==> src/rtl/ldcfg_pkg.sv <==
package ldcfg_pkg;

  // Configuration index map (decoded by the register port)
  localparam logic [7:0] IDX_ACT    = 8'h30;
  localparam logic [7:0] IDX_RCHK   = 8'h31;
  localparam logic [7:0] IDX_IOBASE = 8'h60;
  localparam logic [7:0] IDX_IRQ    = 8'h70;
  localparam logic [7:0] IDX_DMA    = 8'h74;

  // Width of one I/O base address
  localparam int IO_ADDR_W = 16;

  // Channel code meaning "no DMA channel"
  localparam logic [2:0] DMA_NONE = 3'd4;

  // Range check answer bytes
  localparam logic [7:0] PAT_ONE  = 8'h55;
  localparam logic [7:0] PAT_ZERO = 8'hAA;

  typedef struct packed {
    logic en;   // test enable
    logic pat;  // pattern choice
  } rchk_t;

endpackage

==> src/rtl/ldcfg_regfile.sv <==
module ldcfg_regfile
  import ldcfg_pkg::*;
#(
  parameter int NUM_IO  = 8,
  parameter int NUM_IRQ = 2,
  parameter int NUM_DMA = 2
) (
  input  logic                        clk,
  input  logic                        rst_n,
  input  logic                        cfg_reset,
  input  logic                        we,
  input  logic [7:0]                  index,
  input  logic [7:0]                  wdata,
  output logic [7:0]                  rdata,
  output logic                        act_o,
  output rchk_t                       rchk_o,
  output logic [NUM_IO*IO_ADDR_W-1:0] base_o,
  output logic [NUM_IRQ*4-1:0]        lvl_o,
  output logic [NUM_IRQ*2-1:0]        mode_o,
  output logic [NUM_DMA*3-1:0]        dma_o
);

  // State
  logic       act_q;
  rchk_t      rchk_q;
  logic [7:0] bhi_q  [NUM_IO];
  logic [7:0] blo_q  [NUM_IO];
  logic [3:0] lvl_q  [NUM_IRQ];
  logic [1:0] mode_q [NUM_IRQ];
  logic [2:0] dma_q  [NUM_DMA];

  // Next state and enables
  logic       act_en, act_d;
  logic       rchk_en;
  rchk_t      rchk_d;
  logic       bhi_en [NUM_IO];
  logic       blo_en [NUM_IO];
  logic [7:0] byte_d;
  logic       lvl_en  [NUM_IRQ];
  logic       mode_en [NUM_IRQ];
  logic [3:0] lvl_d;
  logic [1:0] mode_d;
  logic       dma_en [NUM_DMA];
  logic [2:0] dma_d;

  always_comb begin
    act_en  = cfg_reset | (we && index == IDX_ACT);
    act_d   = cfg_reset ? 1'b0 : wdata[0];
    rchk_en = cfg_reset | (we && index == IDX_RCHK);
    rchk_d  = cfg_reset ? '0 : rchk_t'{en: wdata[1], pat: wdata[0]};
    byte_d  = cfg_reset ? 8'h00 : wdata;
    lvl_d   = cfg_reset ? 4'h0 : wdata[3:0];
    mode_d  = cfg_reset ? 2'b00 : wdata[1:0];
    dma_d   = cfg_reset ? DMA_NONE : wdata[2:0];
    for (int i = 0; i < NUM_IO; i++) begin
      bhi_en[i] = cfg_reset | (we && index == 8'(IDX_IOBASE + 2*i));
      blo_en[i] = cfg_reset | (we && index == 8'(IDX_IOBASE + 2*i + 1));
    end
    for (int i = 0; i < NUM_IRQ; i++) begin
      lvl_en[i]  = cfg_reset | (we && index == 8'(IDX_IRQ + 2*i));
      mode_en[i] = cfg_reset | (we && index == 8'(IDX_IRQ + 2*i + 1));
    end
    for (int i = 0; i < NUM_DMA; i++) begin
      dma_en[i] = cfg_reset | (we && index == 8'(IDX_DMA + i));
    end
  end

  // Registers
  always_ff @(posedge clk or negedge rst_n) begin
    if (!rst_n)      act_q <= 1'b0;
    else if (act_en) act_q <= act_d;
  end

  always_ff @(posedge clk or negedge rst_n) begin
    if (!rst_n)       rchk_q <= '0;
    else if (rchk_en) rchk_q <= rchk_d;
  end

  for (genvar g = 0; g < NUM_IO; g++) begin : g_io
    always_ff @(posedge clk or negedge rst_n) begin
      if (!rst_n)         bhi_q[g] <= 8'h00;
      else if (bhi_en[g]) bhi_q[g] <= byte_d;
    end
    always_ff @(posedge clk or negedge rst_n) begin
      if (!rst_n)         blo_q[g] <= 8'h00;
      else if (blo_en[g]) blo_q[g] <= byte_d;
    end
    assign base_o[g*IO_ADDR_W +: IO_ADDR_W] = {bhi_q[g], blo_q[g]};
  end

  for (genvar g = 0; g < NUM_IRQ; g++) begin : g_irq
    always_ff @(posedge clk or negedge rst_n) begin
      if (!rst_n)         lvl_q[g] <= 4'h0;
      else if (lvl_en[g]) lvl_q[g] <= lvl_d;
    end
    always_ff @(posedge clk or negedge rst_n) begin
      if (!rst_n)          mode_q[g] <= 2'b00;
      else if (mode_en[g]) mode_q[g] <= mode_d;
    end
    assign lvl_o[g*4 +: 4]  = lvl_q[g];
    assign mode_o[g*2 +: 2] = mode_q[g];
  end

  for (genvar g = 0; g < NUM_DMA; g++) begin : g_dma
    always_ff @(posedge clk or negedge rst_n) begin
      if (!rst_n)         dma_q[g] <= DMA_NONE;
      else if (dma_en[g]) dma_q[g] <= dma_d;
    end
    assign dma_o[g*3 +: 3] = dma_q[g];
  end

  assign act_o  = act_q;
  assign rchk_o = rchk_q;

  // Read mux
  always_comb begin
    rdata = 8'h00;
    if (index == IDX_ACT)  rdata = {7'b0, act_q};
    if (index == IDX_RCHK) rdata = {6'b0, rchk_q.en, rchk_q.pat};
    for (int i = 0; i < NUM_IO; i++) begin
      if (index == 8'(IDX_IOBASE + 2*i))     rdata = bhi_q[i];
      if (index == 8'(IDX_IOBASE + 2*i + 1)) rdata = blo_q[i];
    end
    for (int i = 0; i < NUM_IRQ; i++) begin
      if (index == 8'(IDX_IRQ + 2*i))     rdata = {4'b0, lvl_q[i]};
      if (index == 8'(IDX_IRQ + 2*i + 1)) rdata = {6'b0, mode_q[i]};
    end
    for (int i = 0; i < NUM_DMA; i++) begin
      if (index == 8'(IDX_DMA + i)) rdata = {5'b0, dma_q[i]};
    end
  end

  // Enable flag follows a plain write
  assert_act_write_R2: assert property (@(posedge clk) disable iff (!rst_n)
    (we && index == IDX_ACT && !cfg_reset) |=> (act_q == $past(wdata[0])));

  // First DMA entry follows a plain write
  assert_dma_write_R6: assert property (@(posedge clk) disable iff (!rst_n)
    (we && index == IDX_DMA && !cfg_reset) |=> (dma_q[0] == $past(wdata[2:0])));

  // Configuration reset wins over everything
  assert_cfg_reset_R11: assert property (@(posedge clk) disable iff (!rst_n)
    cfg_reset |=> (!act_q && rchk_q == '0 && dma_q[0] == DMA_NONE && lvl_q[0] == 4'h0));

endmodule

==> src/rtl/ldcfg_io_decode.sv <==
module ldcfg_io_decode
  import ldcfg_pkg::*;
#(
  parameter int NUM_IO = 8,
  parameter int IO_LEN = 8
) (
  input  logic                        act,
  input  rchk_t                       rchk,
  input  logic [NUM_IO*IO_ADDR_W-1:0] base_flat,
  input  logic [IO_ADDR_W-1:0]        bus_addr,
  input  logic                        bus_rd,
  input  logic                        bus_wr,
  output logic                        sel,
  output logic                        chk_drive,
  output logic [7:0]                  chk_data
);

  localparam int               EXT_W = IO_ADDR_W + 1;
  localparam logic [EXT_W-1:0] SPAN  = EXT_W'(IO_LEN - 1);

  logic [NUM_IO-1:0] hit;
  logic [EXT_W-1:0]  addr_ext;
  logic              any_hit;

  assign addr_ext = {1'b0, bus_addr};

  for (genvar g = 0; g < NUM_IO; g++) begin : g_win
    logic [IO_ADDR_W-1:0] base;
    logic [EXT_W-1:0]     lo, hi;
    assign base   = base_flat[g*IO_ADDR_W +: IO_ADDR_W];
    assign lo     = {1'b0, base};
    assign hi     = lo + SPAN;
    assign hit[g] = (base != '0) && (addr_ext >= lo) && (addr_ext <= hi);
  end

  always_comb begin
    any_hit   = |hit;
    sel       = act && any_hit && (bus_rd || bus_wr);
    chk_drive = !act && rchk.en && any_hit && bus_rd;
    chk_data  = chk_drive ? (rchk.pat ? PAT_ONE : PAT_ZERO) : 8'h00;
  end

endmodule

==> src/rtl/ldev_res_regs.sv <==
module ldev_res_regs
  import ldcfg_pkg::*;
#(
  parameter int NUM_IO  = 8,
  parameter int NUM_IRQ = 2,
  parameter int NUM_DMA = 2,
  parameter int IO_LEN  = 8
) (
  input  logic                 clk,
  input  logic                 rst_n,
  input  logic                 cfg_reset_i,
  input  logic                 reg_we_i,
  input  logic [7:0]           reg_index_i,
  input  logic [7:0]           reg_wdata_i,
  output logic [7:0]           reg_rdata_o,
  input  logic [15:0]          bus_addr_i,
  input  logic                 bus_rd_i,
  input  logic                 bus_wr_i,
  output logic                 dev_sel_o,
  output logic                 chk_drive_o,
  output logic [7:0]           chk_data_o,
  output logic                 dev_active_o,
  output logic [NUM_IRQ*4-1:0] irq_level_o,
  output logic [NUM_IRQ*2-1:0] irq_mode_o,
  output logic [NUM_DMA*3-1:0] dma_chan_o,
  output logic [NUM_DMA-1:0]   dma_valid_o
);

  logic                        act;
  rchk_t                       rchk;
  logic [NUM_IO*IO_ADDR_W-1:0] bases;

  ldcfg_regfile #(
    .NUM_IO (NUM_IO),
    .NUM_IRQ(NUM_IRQ),
    .NUM_DMA(NUM_DMA)
  ) i_regs (
    .clk      (clk),
    .rst_n    (rst_n),
    .cfg_reset(cfg_reset_i),
    .we       (reg_we_i),
    .index    (reg_index_i),
    .wdata    (reg_wdata_i),
    .rdata    (reg_rdata_o),
    .act_o    (act),
    .rchk_o   (rchk),
    .base_o   (bases),
    .lvl_o    (irq_level_o),
    .mode_o   (irq_mode_o),
    .dma_o    (dma_chan_o)
  );

  ldcfg_io_decode #(
    .NUM_IO(NUM_IO),
    .IO_LEN(IO_LEN)
  ) i_dec (
    .act      (act),
    .rchk     (rchk),
    .base_flat(bases),
    .bus_addr (bus_addr_i),
    .bus_rd   (bus_rd_i),
    .bus_wr   (bus_wr_i),
    .sel      (dev_sel_o),
    .chk_drive(chk_drive_o),
    .chk_data (chk_data_o)
  );

  for (genvar g = 0; g < NUM_DMA; g++) begin : g_dv
    assign dma_valid_o[g] = (dma_chan_o[g*3 +: 3] != DMA_NONE);
  end

  assign dev_active_o = act;

  // Select only while the stored enable flag is set
  assert_sel_needs_act_R7: assert property (@(posedge clk) disable iff (!rst_n)
    dev_sel_o |-> act);

  // Test answer only on reads of a disabled device with test enabled
  assert_chk_only_idle_R10: assert property (@(posedge clk) disable iff (!rst_n)
    chk_drive_o |-> (!act && rchk.en && bus_rd_i));

  // Test answer byte follows the stored pattern choice
  assert_chk_pattern_R9: assert property (@(posedge clk) disable iff (!rst_n)
    chk_drive_o |-> (chk_data_o == (rchk.pat ? 8'h55 : 8'hAA)));

endmodule

==> config.mk <==
export PLATFORM = sky130hd
export DESIGN_NAME = ldev_res_regs
export DESIGN_NICKNAME = d
export VERILOG_FILES = /design/src/rtl/ldcfg_pkg.sv /design/src/rtl/ldcfg_regfile.sv /design/src/rtl/ldcfg_io_decode.sv /design/src/rtl/ldev_res_regs.sv
export SDC_FILE = /design/constraint.sdc
export NUM_CORES = 1
export LEC_CHECK = 0
export ABC_AREA = 1
export ABC_CLOCK_PERIOD_IN_PS = 5800
export BUFFER_PORTS_ARGS = -buffer_cell sky130_fd_sc_hd__buf_2
export CAP_MARGIN = 10
export CORE_ASPECT_RATIO = 1.25
export CORE_MARGIN = 2
export CORE_UTILIZATION = 51
export DETAILED_ROUTE_END_ITERATION = 8
export GPL_ROUTABILITY_DRIVEN = 0
export PLACE_DENSITY = 0.79
export SETUP_SLACK_MARGIN = 0.3
export SKIP_LAST_GASP = 1
export SLEW_MARGIN = 10
export SYNTH_ARGS = -nofsm -noshare
export SYNTH_HDL_FRONTEND = slang
export SYNTH_SLANG_ARGS = --single-unit
==> constraint.sdc <==
create_clock -name clk -period 5.8 [get_ports clk]
set_clock_uncertainty 0.05 [all_clocks]
set_input_delay 0.29 -clock clk [delete_from_list [all_inputs] [get_ports clk]]
set_output_delay 0.29 -clock clk [all_outputs]
set_load 0.02 [all_outputs]
# Yosys cells after proc, flatten, opt, wreduce, memory -nomap -nowiden
# Index checks and enable logic that the tools add are counted.
# Widths: inputs -> output; s select.
op_classes:
  add_sub_neg: 8
  order_cmp: 16
  n_eq_ne: 26
  n_mux: 31
  bitwise: 24
  reduce_logical: 56
op_table:
  columns: ["cell", "count"]
  rows:
  - ["$mux 8", 26]
  - ["$eq 8x7->1 const B", 22]
  - ["$add 16x3->17 const B", 8]
  - ["$le 16x17->1", 8]
  - ["$ge 16x16->1", 8]
  - ["$reduce_bool 16->1", 8]
  - ["$logic_and 1x1->1", 45]
  - ["$or 1x1->1", 24]
  - ["$eq 8x6->1 const B", 2]
  - ["$reduce_or 8->1", 1]
  - ["$ne 3x3->1 const B", 2]
  - ["$mux 4", 1]
  - ["$mux 3", 1]
  - ["$mux 1", 2]
  - ["$mux 2", 1]
  - ["$logic_not 1->1", 1]
  - ["$logic_or 1x1->1", 1]
word_totals:
  ff_bits: 149
  input_bits: 38
  elab_cells: 186

# Longest topological paths before layout
logic_depth:
  word_depth: 25
  ltp_mapped: 27
  ltp_nobuf: 26

# Hierarchy
# A second synthesis with hierarchy kept.
unflattened:
  cells_unflattened: 2364
  hier_area_um2: 16221.8
by_module_without_submodules:
  columns: ["module", "instances", "cells_per_inst", "area_each_um2", "seq_area_each_um2"]
  rows:
  - ["ldcfg_io_decode", 1, 1478, 9246.4, 0.0]
  - ["ldcfg_regfile", 1, 882, 6960.4, 3731.1]
  - ["ldev_res_regs", 1, 4, 15.0, 0.0]

# Least setup slack after synthesis
# Ideal clock, no wire load.
synth_path:
  path_type: "reg2out"
  startpoint: "register i_regs.blo_q (netlist bit i_regs.base_o[80])"
  endpoint: "output port chk_data_o[2]"
  arrival_ps: 3348
  slack_ps: 2112
  path_stages_with_launch: 23
  path_cell_list: "dfrtp_1 -> inv_1 -> ha_1 -> a21oi_2 -> nand3_2 -> nor2_2 -> inv_1 -> nor3_1 -> nand2_1 -> xor2_1 -> ha_1 -> a21oi_1 -> o21ai_0 -> a221oi_1 -> o211ai_1 -> nand2_1 -> nand2_1 -> nand2_1 -> nor2_2 -> nand2_2 -> nand2_2 -> nor2_1 -> buf_4"
synth_between:
  elab_chain_cells: 7
  elab_cells_between_ends: 10
  cone_classes: "add/sub (1); order compare (2); mux (1); reduce/logical (6)"
synth_rtl:
  columns: ["item", "line_no", "text"]
  rows:
  - ["from (decl)", "ldcfg_regfile.sv:27", "logic [7:0] blo_q [NUM_IO];"]
  - ["from (signal, indexed assignment)", "ldcfg_regfile.sv:86", "else if (blo_en[g]) blo_q[g] <= byte_d;"]
  - ["$add 16x3->17, or another cell as far along", "ldcfg_io_decode.sv:32", "assign hi = lo + SPAN;"]
  - ["$le 16x17->1 / $logic_and 1x1->1 (equally long branches)", "ldcfg_io_decode.sv:33", "assign hit[g] = (base != '0) && (addr_ext >= lo) && (addr_ext <= hi);"]
  - ["$logic_and 1x1->1 *", "ldcfg_io_decode.sv:33", null]
  - ["$reduce_or 8->1 *", "ldcfg_io_decode.sv:37", "any_hit = |hit;"]
  - ["$logic_and 1x1->1 * (2 in a row)", "ldcfg_io_decode.sv:39", "chk_drive = !act && rchk.en && any_hit && bus_rd;"]
  - ["$mux 8 *", "ldcfg_io_decode.sv:40", "chk_data = chk_drive ? (rchk.pat ? PAT_ONE : PAT_ZERO) : 8'h00;"]
  - ["to (decl)", "ldev_res_regs.sv:21", "output logic [7:0] chk_data_o,"]
# Mark *: on every way between the ends. The rest lies on a longest branch, timed or not.

# Worst setup path after layout
layout_path:
  startpoint: "register i_regs.blo_q (netlist bit i_regs.base_o[34])"
  endpoint: "output port chk_data_o[5]"
# Same word-level chain as after synthesis.

==> key figures <==
Run status
  • Status: finished clean

Detailed routing
  • Drt first pass iters: 7
  • Via/cell ratio: 6.09
  • Via count: 15998
  • Iter 0 DRT Violations: 1573
  • DRT antenna net count: 0
  • DRC viols: 0
  • Per-cell routed wire length: between 20 and 25 um
  • Post-Route WL: between 50000 and 60000 um

Pwr
  • Share of power burned in registers: 0.340
  • Net Sw Frac: 0.366
  • Gate power share: 0.314
  • NetSw: 0.00130 W
  • PwrDens: 212 mW/mm2
  • Maximum vdd ir drop: 0.218 mV
  • Cell Int Power: 0.00226 W
  • Leak pwr: 7.77 nW
  • Clock Power Share: 0.346

STA
  • Setup TNS: 0 ps
  • Hold slack: 107 ps
  • Max Slew Vio Count: 0
  • Final worst path period need: 4770 ps
  • Final period util: 0.822
  • Worst slew pin tran: roughly 1200 ps
  • Final setup violation count: 0
  • Fin. Hold Viols: 0
  • Max_slew headroom: 0.179
  • RSZ-0062 raised after global routing: false
  • Fmax: 210 MHz

GRT
  • Initial antenna violation count: 0
  • First-pass GRT wire length: about 83000 um
  • Vias in the first global route: about 16000
  • Total GRT Usage: 0.338
  • GRT overflow: 0
  • Largest net degree at the start of global routing: 94

CTS
  • Post-CTS Resized: 0
  • CTS Buf Count: 17
  • CTS Buffer Depth: 2
  • # Post-CTS Setup Buffers: 0
  • CTS tree: done
  • Clk_lat worst skew: around 440 ps
  • CTS HTree Levels: 4
  • Clock-pin slew on the worst setup and hold paths: 70 ps
  • # clock sinks: approximately 150
  • Clock root buffer: clkbuf_16

Synthesis
  • Syn Inst Count: 2151
  • Yosys warns: 0
  • Post-synth ARST share: 1.00
  • Avg Inst Size Synth: 7.16 um2
  • Syn_nets: 2460
  • Post-synth top area cell: dfrtp_1
  • Seq/Total Area, Yosys: 0.242
  • Top cell type's share of synthesized area: 0.239
  • Top post-synthesis cells by area: dfrtp_1 (24%), ha_1 (22%), nand2_1 (13%)
  • Synth Flop Type: dfrtp_1
  • Post-synthesis register bit count: 149
  • EDFF count, synth: 0
  • Post-synth cell types: 51
  • Mapped Area: ~0.015 mm2

Worst setup path
  • Critical path required time: around 5500 ps
  • R2r setup slk: 4770 ps
  • Data arrival, critical path: 4430 ps
  • Crit path max fanout: 4
  • Endpoint class of the critical path: output pin
  • Setup crit start kind: flip-flop
  • Setup CP Type: flip-flop to output pin

Cells and area
  • Post-route cell area: 0.0168 mm2
  • Antenna cells: 0
  • Fillcell total: about 2800
  • Area grow syn2layout: 9.07%
  • Layout cells sized above 1: 0.0755
  • Nets: 2521
  • Commonest non-fill, non-tap cell in the layout: nand2_1
  • Most frequent cells in the layout: nand2_1 (529), ha_1 (271), inv_1 (227)

Die
  • Initial core utilization: 0.515
  • Die X-Extent: 159 um
  • Row count: between 70 and 80
  • Die ar.: 0.0316 mm2
  • Top Ports: 77
  • Die span in y: 198 um
  • Core footprint: 0.0299 mm2

Placement
  • Placed Area: 0.0161 mm2
  • Detailed Place HPWL: 38100 um
  • Port bufs: 76

Min path
  • Hold Crit Class: input port to flip-flop

Run
  • Max-Cap Viols: 0
==> routing by layer <==
metal	GRT usage	share of wire
met3	0.0683	0.096
met5	0	0
met4	0.267	0.089
met1	0.385	0.36
met2	0.557	0.45
==> power by group through the flow <==
stage | Sequential, W | Combinational [W] | Clock (W)
after global routing | 0.00122 | 0.00126 | 0.00127
after CTS | 0.00121 | 0.00110 | 0.00123
after floorplan | 0.00120 | 0.000733 | 0
after global placement | 0.00122 | 0.00103 | 0
final | 0.00121 | 0.00112 | 0.00123
after detailed placement | 0.00123 | 0.00108 | 0
==> kinds of logic after synthesis <==
logic type,after synthesis,synth area share
multiplexers,1,0.000650
AND/OR/NAND/NOR,957,0.271
flip-flops,149,0.242
adder cells (fa/ha/maj),271,0.220
XOR/XNOR,94,0.0534
buffers and inverters,294,0.0733
AO/OA/AOI/OAI,385,0.140
==> worst paths after layout <==
check                                  start  depth (start not counted)            endpoint
setup / recovery           i_regs.base_o[34]                         26       chk_data_o[5]
hold / removal                reg_wdata_i[3]                          3     i_regs.lvl_o[7]
setup reg to reg           i_regs.base_o[24]                          2   i_regs.base_o[24]
hold reg to reg              i_regs.lvl_o[6]                          2     i_regs.lvl_o[6]
max in group asynchronous              rst_n                          3   i_regs.base_o[69]
min in group asynchronous              rst_n                          2  i_regs.base_o[127]
==> through the flow <==
stage	std cells	util	worst slack, ps	power [W]
finish	2626	0.561	1030	0.00357
detailed placement	2593	0.539	1600	0.00231
CTS	2626	0.561	1110	0.00353
floorplan	2151	-	2110	0.00194
global placement	2593	0.539	1730	0.00225
global route	2626	0.561	617	0.00375
==> repair_timing <==
item / in CTS / in global routing
setup endpoints to repair: 0 / 0
hold endpoints to repair: 92 / 0
hold buffers: 1 / 0
==> flip-flops by register name, indices dropped and copies added (netlist names) <==
signal and cells:
i_regs.rchk_o 2, i_regs.lvl_o 8, i_regs.act_o 1, i_regs.dma_o 6
i_regs.mode_o 4, i_regs.base_o 128
==> area by class of cell <==
cell class                      instances  area [um2]  share of cell area
Clock inverter                         12         204              0.0121
Timing Repair Buffer                   80         419              0.0249
Tap cell                              401         502              0.0299
Inverter                              256         961              0.0572
Clock buffer                           20         437              0.0260
Multi-Input combinational cell       1708       10500               0.628
Sequential cell                       149        3730               0.222
==> synthesized netlist by cell type, types with 8 or more instances <==
library cell	number
nand2_1	529
ha_1	271
inv_1	228
o21ai_0	183
nor2_1	162
dfrtp_1	147
a21oi_1	120
nand3_1	88
xor2_1	86
nand4_1	73
nor3_1	49
clkbuf_1	28
inv_2	25
a211oi_1	19
nor4_1	19
o221ai_1	10
nor2_2	8
o211ai_1	8
xnor2_1	8
==> critical path, cell delays in order, from the launching register on <==
cell and delay [ps]:
dfrtp_1 450, inv_2 90, nand3_1 110, nand3_1 100, nor2_1 130, inv_1 80
nor3_1 250, inv_1 100, nor4_1 180, inv_1 110, nor3_1 200, xor2_1 100
ha_1 290, inv_1 50, nor2_1 140, nand3_1 100, nor2_1 150, nand3_1 90
o211ai_1 170, nand2_1 80, nand3_1 100, nand2_1 90, nor2_1 280, nand2_2 90
nand2_2 160, nor2_1 90, buf_2 170
Power figures use the tool's default switching activity.
